## src/rtl/slink_irq_pkg.sv

```systemverilog
package slink_irq_pkg;
  localparam int NUM_LVL   = 8;
  localparam int LVL_W     = 4;
  localparam int VEC_SHIFT = 2;
  localparam int VEC_W     = 8;

  localparam logic [LVL_W-1:0] LV_NONE  = 4'd0;
  localparam logic [LVL_W-1:0] LV_EOF   = 4'd1;
  localparam logic [LVL_W-1:0] LV_IFR   = 4'd2;
  localparam logic [LVL_W-1:0] LV_RXF   = 4'd3;
  localparam logic [LVL_W-1:0] LV_TXE   = 4'd4;
  localparam logic [LVL_W-1:0] LV_ARB   = 4'd5;
  localparam logic [LVL_W-1:0] LV_CRC   = 4'd6;
  localparam logic [LVL_W-1:0] LV_SYM   = 4'd7;
  localparam logic [LVL_W-1:0] LV_WAKE  = 4'd8;

  // one-hot flag position of a level; level 0 maps to no bit
  function automatic logic [NUM_LVL-1:0] lvl_onehot(input logic [LVL_W-1:0] lvl);
    logic [NUM_LVL-1:0] oh;
    oh = '0;
    for (int i = 0; i < NUM_LVL; i++)
      if (LVL_W'(i + 1) == lvl) oh[i] = 1'b1;
    return oh;
  endfunction

  // highest pending level; ascending scan, last hit wins
  function automatic logic [LVL_W-1:0] top_level(input logic [NUM_LVL-1:0] pend);
    logic [LVL_W-1:0] lv;
    lv = LV_NONE;
    for (int i = 0; i < NUM_LVL; i++)
      if (pend[i]) lv = LVL_W'(i + 1);
    return lv;
  endfunction

  function automatic logic [VEC_W-1:0] lvl_to_vec(input logic [LVL_W-1:0] lvl);
    logic [VEC_W-1:0] v;
    v = '0;
    v[VEC_SHIFT +: LVL_W] = lvl;
    return v;
  endfunction

  function automatic logic clears_on_vec_read(input logic [LVL_W-1:0] lvl);
    return (lvl == LV_EOF) || (lvl >= LV_ARB && lvl <= LV_WAKE);
  endfunction

  function automatic logic is_rx_data(input logic [LVL_W-1:0] lvl);
    return (lvl == LV_IFR) || (lvl == LV_RXF);
  endfunction

  function automatic logic is_data_lvl(input logic [LVL_W-1:0] lvl);
    return is_rx_data(lvl) || (lvl == LV_TXE);
  endfunction
endpackage

```

## src/rtl/slink_event_gate.sv

```systemverilog
module slink_event_gate
  import slink_irq_pkg::*;
#(
  parameter int N = NUM_LVL
) (
  input  logic         clk,
  input  logic         rst,
  input  logic [N-1:0] evt_pulse,
  input  logic         loop_a,
  input  logic         loop_b,
  output logic [N-1:0] set_mask,
  output logic         link_hold
);
  localparam logic [N-1:0] LOCAL_KEEP = N'(lvl_onehot(LV_TXE));

  logic detached;
  assign detached = loop_a | loop_b;
  assign set_mask = detached ? (evt_pulse & LOCAL_KEEP) : evt_pulse;

  logic sym_hit, eof_hit;
  assign sym_hit = |(set_mask & N'(lvl_onehot(LV_SYM)));
  assign eof_hit = |(set_mask & N'(lvl_onehot(LV_EOF)));

  always_ff @(posedge clk) begin
    if (rst)          link_hold <= 1'b0;
    else if (sym_hit) link_hold <= 1'b1;
    else if (eof_hit) link_hold <= 1'b0;
  end
endmodule

```

## src/rtl/slink_flag_bank.sv

```systemverilog
module slink_flag_bank
  import slink_irq_pkg::*;
#(
  parameter int N = NUM_LVL
) (
  input  logic         clk,
  input  logic         rst,
  input  logic [N-1:0] set_mask,
  input  logic [N-1:0] clr_mask,
  output logic [N-1:0] pend
);
  for (genvar g = 0; g < N; g++) begin : g_flag
    always_ff @(posedge clk) begin
      if (rst)              pend[g] <= 1'b0;
      else if (set_mask[g]) pend[g] <= 1'b1;
      else if (clr_mask[g]) pend[g] <= 1'b0;
    end
  end
endmodule

```

## src/rtl/slink_clear_ctl.sv

```systemverilog
module slink_clear_ctl
  import slink_irq_pkg::*;
#(
  parameter int N = NUM_LVL,
  parameter int W = LVL_W
) (
  input  logic         clk,
  input  logic         rst,
  input  logic [W-1:0] cur_lvl,
  input  logic         vec_rd,
  input  logic         data_rd,
  input  logic         data_wr,
  input  logic         tx_end_data,
  output logic [N-1:0] clr_mask,
  output logic [W-1:0] armed
);
  logic rx_done, tx_done;
  assign rx_done = data_rd && is_rx_data(armed);
  assign tx_done = data_wr && (armed == LV_TXE);

  always_comb begin
    clr_mask = '0;
    if (vec_rd && clears_on_vec_read(cur_lvl)) clr_mask |= N'(lvl_onehot(cur_lvl));
    if (rx_done)     clr_mask |= N'(lvl_onehot(armed));
    if (tx_done)     clr_mask |= N'(lvl_onehot(LV_TXE));
    if (tx_end_data) clr_mask |= N'(lvl_onehot(LV_TXE));
  end

  always_ff @(posedge clk) begin
    if (rst)                    armed <= LV_NONE;
    else if (vec_rd)            armed <= is_data_lvl(cur_lvl) ? cur_lvl : LV_NONE;
    else if (rx_done | tx_done) armed <= LV_NONE;
  end
endmodule

```

## src/rtl/slink_irq_vector.sv

```systemverilog
module slink_irq_vector
  import slink_irq_pkg::*;
(
  input  logic             clk,
  input  logic             rst,
  input  logic [NUM_LVL-1:0] evt_pulse,
  input  logic             vec_rd,
  input  logic             data_rd,
  input  logic             data_wr,
  input  logic             tx_end_data,
  input  logic             loop_a,
  input  logic             loop_b,
  input  logic             irq_en,
  output logic [VEC_W-1:0] vec_out,
  output logic             irq_req,
  output logic             link_hold
);
  logic [NUM_LVL-1:0] set_mask;
  logic [NUM_LVL-1:0] clr_mask;
  logic [NUM_LVL-1:0] pend;
  logic [LVL_W-1:0]   cur_lvl;
  logic [LVL_W-1:0]   armed;

  slink_event_gate #(.N(NUM_LVL)) gate_i (
    .clk(clk), .rst(rst), .evt_pulse(evt_pulse),
    .loop_a(loop_a), .loop_b(loop_b),
    .set_mask(set_mask), .link_hold(link_hold)
  );

  slink_flag_bank #(.N(NUM_LVL)) bank_i (
    .clk(clk), .rst(rst), .set_mask(set_mask),
    .clr_mask(clr_mask), .pend(pend)
  );

  assign cur_lvl = top_level(pend);

  slink_clear_ctl #(.N(NUM_LVL), .W(LVL_W)) clr_i (
    .clk(clk), .rst(rst), .cur_lvl(cur_lvl),
    .vec_rd(vec_rd), .data_rd(data_rd), .data_wr(data_wr),
    .tx_end_data(tx_end_data), .clr_mask(clr_mask), .armed(armed)
  );

  assign vec_out = lvl_to_vec(cur_lvl);
  assign irq_req = irq_en && (cur_lvl != LV_NONE);
endmodule

```

## config.mk

```make
export PLATFORM = sky130hd
export DESIGN_NAME = slink_irq_vector
export DESIGN_NICKNAME = d
export VERILOG_FILES = /design/src/rtl/slink_irq_pkg.sv /design/src/rtl/slink_event_gate.sv /design/src/rtl/slink_flag_bank.sv /design/src/rtl/slink_clear_ctl.sv /design/src/rtl/slink_irq_vector.sv
export SDC_FILE = /design/constraint.sdc
export NUM_CORES = 1
export LEC_CHECK = 0
export BUFFER_PORTS_ARGS = -buffer_cell sky130_fd_sc_hd__buf_2
export CORE_UTILIZATION = 41
export CTS_CLUSTER_SIZE = 24
export DETAILED_ROUTE_END_ITERATION = 8
export PLACE_DENSITY = 0.8
export REMOVE_ABC_BUFFERS = 1
export SLEW_MARGIN = 40
export SYNTH_ARGS = -nofsm -noshare
export SYNTH_HDL_FRONTEND = slang
export SYNTH_SLANG_ARGS = --single-unit
export TNS_END_PERCENT = 20
```

## constraint.sdc

```tcl
create_clock -name clk -period 1.3 [get_ports clk]
set_input_delay 0.195 -clock clk [delete_from_list [all_inputs] [get_ports clk]]
set_output_delay 0.195 -clock clk [all_outputs]
set_load 0.05 [all_outputs]
```

==> flow_summary.yaml <==
setup_path:
  startpoint_type: "register"
  endpoint_kind: "output port"
  cpPeakStageDelay_ns: 0.39
  worstSetupPathType: "register to output port"
  slowest_stage: "dfxtp_4"
  arrival_ns: 1.27
  worstPathCellList: "nor2_4 -> and3b_1 -> a41oi_2 -> buf_6"
  cp.required_ns: 1.11
  cp_max_fo: 4
placed_design:
  dp_hpwl_um: 1170
  numPortBuffers: 22
  gp_congestion: 0.782
  dp.cells: 123
  place_ws_ns: -0.130
timing:
  post-route-period-util: 1.12
  rsz0062_at_grt: "yes"
  max_freq_ghz: 0.684
  slew_violations: 0
  final-hold-violation-count: 0
  final-setup-viol-count: 5
  fin_skew_ns: 0.00239
  fin_crit_ns: 1.46
  fin_ws_ns: -0.162
global_routing:
  grt_pass1_wl_um: 2790
  grt_pass1_vias: 642
  gr-total-overflow: 0
  antenna_found_initial: 0
  grt_max_degree: 14
  grtUsageTotal: 0.207
logic_synthesis:
  synth-seq-cells: 13
  ys_seq_area_frac: 0.396
  ys.flop_type: "dfxtp_1"
  netlist.area_leader.share: 0.396
  ys_warn_count: 0
  synth_area_leader_cell: "dfxtp_1"
  yosysUniqueCellTypes: 29
  synth_edf_count: 0
  syn_area_per_cell_um2: 8.31
  synthesis.area_um2: 657
  ys_async_sr_fraction: 0
  syn_inst: 79
  yosys-top-cells-area: "dfxtp_1 (40%), a21oi_1 (9.9%), buf_4 (5.7%)"
floorplan:
  rows: 14
  die_h_um: 42.0
  start_util: 0.436
  pin_count: 27
  dieArea_mm2: 0.00177
  dieWidth_um: 42.0
  coreArea_mm2: 0.00151
drt:
  vias: 706
  first_pass_iters: 6
  drt-initial-drc-count: 11
  via_per_inst: 5.47
  wl_per_cell_um: 13.0
  wl_um: 1680
  drtAntennaViolNets: 0
  drc: 0
power:
  p_comb_frac: 0.299
  switchingPower_uw: 323
  seq_power_share: 0.447
  peakVddDrop_mv: 0.529
  p_per_area_mw_per_mm2: 1020
  clkPwrFrac: 0.254
  p_leak_uw: 0.000416
  finalPower_uw: 972
  intPower_uw: 648
  swShare: 0.333
final_layout:
  post_route_cells_drive_above_1_share: 0.478
  final_cells: 129
  areaGrowthSynthToFinish_pct: 45.7
  insertedDiodeCount: 0
  finalNetCount: 131
clock_network:
  clock-root-buffer: "clkbuf_4"
  cts_buffers: 3
  cts_tree: "yes"
  cts.clk_slew.worst_paths_ns: 0.08
  clockBufferDepth: 2
  cts.sinks: 13
  cts_hold_buf: 0
  clock_latency_ns: 0.28
  htree_levels: 1
outcome:
  violations: "negative setup slack"
  status: "finished, violations left"
worst_hold_path:
  hp-class: "primary input to register"
job:
  cap_viol_max_count: 0
==> power groups by stage <==
| stage | logic [µW] | registers (µW) | clock network (µW) |
|---|---|---|---|
| after floorplan | 152 | 446 | 0 |
| after global placement | 245 | 437 | 0 |
| after detailed placement | 251 | 438 | 0 |
| after CTS | 285 | 434 | 259 |
| after global routing | 306 | 436 | 272 |
| final | 290 | 434 | 247 |
==> cell usage after synthesis (2+ instances only) <==
cell,instances
dfxtp_1,13
nand2_1,5
nor4b_1,2
or2b_1,2
nor2b_1,2
nand3b_1,2
nor2_1,6
buf_4,5
inv_1,6
o21ai_0,5
a21oi_1,13
==> final cells by class <==
class	count	area, µm²
fillers	131	549
multi-input cells	57	405
flip-flops and latches	13	277
repair buffers	33	206
clock buffers	4	26.3
inverters	6	22.5
well taps	16	20.0
==> routing by layer <==
layer,track usage,wire [µm],up-vias
met2,0.341,823,34
met5,0,0,-
met3,0.0302,109,7
met4,0.119,38,0
li1,-,-,344
met1,0.258,711,321
==> what timing repair did <==
action / CTS / global route
pin swaps: 2 / 1
endpoints found under the setup margin: 9 / 6
setup buffers: 2 / 0
gates resized for setup: 28 / 2
==> sequential cells by signal, indices dropped and copies added, names as in the netlist <==
name and count:
bank_i.pend 8, clr_i.armed 4, gate_i.link_hold 1
==> metrics by stage <==
step	hold WS [ns]	setup TNS [ns]	instance area, µm²	utilization
2_1_floorplan	0.264	-2.08	627	-
3_3_place_gp	0.421	0	825	0.547
3_5_place_dp	0.430	-0.269	825	0.547
4_1_cts	0.134	-0.453	947	0.629
5_1_grt	0.146	-0.799	957	0.635
6_report	0.141	-0.510	957	0.635
==> critical path: cells and delay by family (launching register included) <==
| family | cells | cell delay (ns) |
|---|---|---|
| buffers and inverters | 1 | 0.18 |
| flip-flops | 1 | 0.39 |
| AND/OR/NAND/NOR | 2 | 0.24 |
| AO/OA/AOI/OAI | 1 | 0.18 |
==> kinds of logic after synthesis <==
logic type | count (synthesis) | share of synthesized area
other | 1 | 0.00571
AOI/OAI and AO/OA | 26 | 0.244
DFF | 13 | 0.396
and+or+nand+nor | 27 | 0.257
buffers and inverters | 12 | 0.0971
==> worst paths after layout <==
kind              slack (ns)             end      startpoint  cells past startpoint
setup / recovery       -0.16         irq_req  bank_i.pend[3]                      4
hold reg to reg         0.49  clr_i.armed[3]  clr_i.armed[3]                      1
hold / removal          0.14  bank_i.pend[3]    evt_pulse[3]                      3
setup reg to reg       -0.05  clr_i.armed[2]  bank_i.pend[6]                      3
==> placed cells by master (no fill, tap or decap), drive strengths merged <==
master   Yosys  final
a211o        1      1
a21bo        1      1
a21oi       13     13
a22oi        1      1
a32o         1      1
a41oi        1      1
and2         1      1
and2b        1      1
and3b        1      1
buf          5     33
clkbuf       1      4
conb         1      4
dfxtp       13     13
inv          6      6
nand2        5      5
nand3b       2      2
nand4        1      1
nand4bb      1      1
nor2         6      6
nor2b        2      2
nor3b        1      1
nor4         1      1
nor4b        2      2
o2111ai      1      1
o211ai       1      1
o21ai        5      5
o32ai        1      1
or2b         2      2
or4b         1      1
Power figures use the tool's default switching activity.
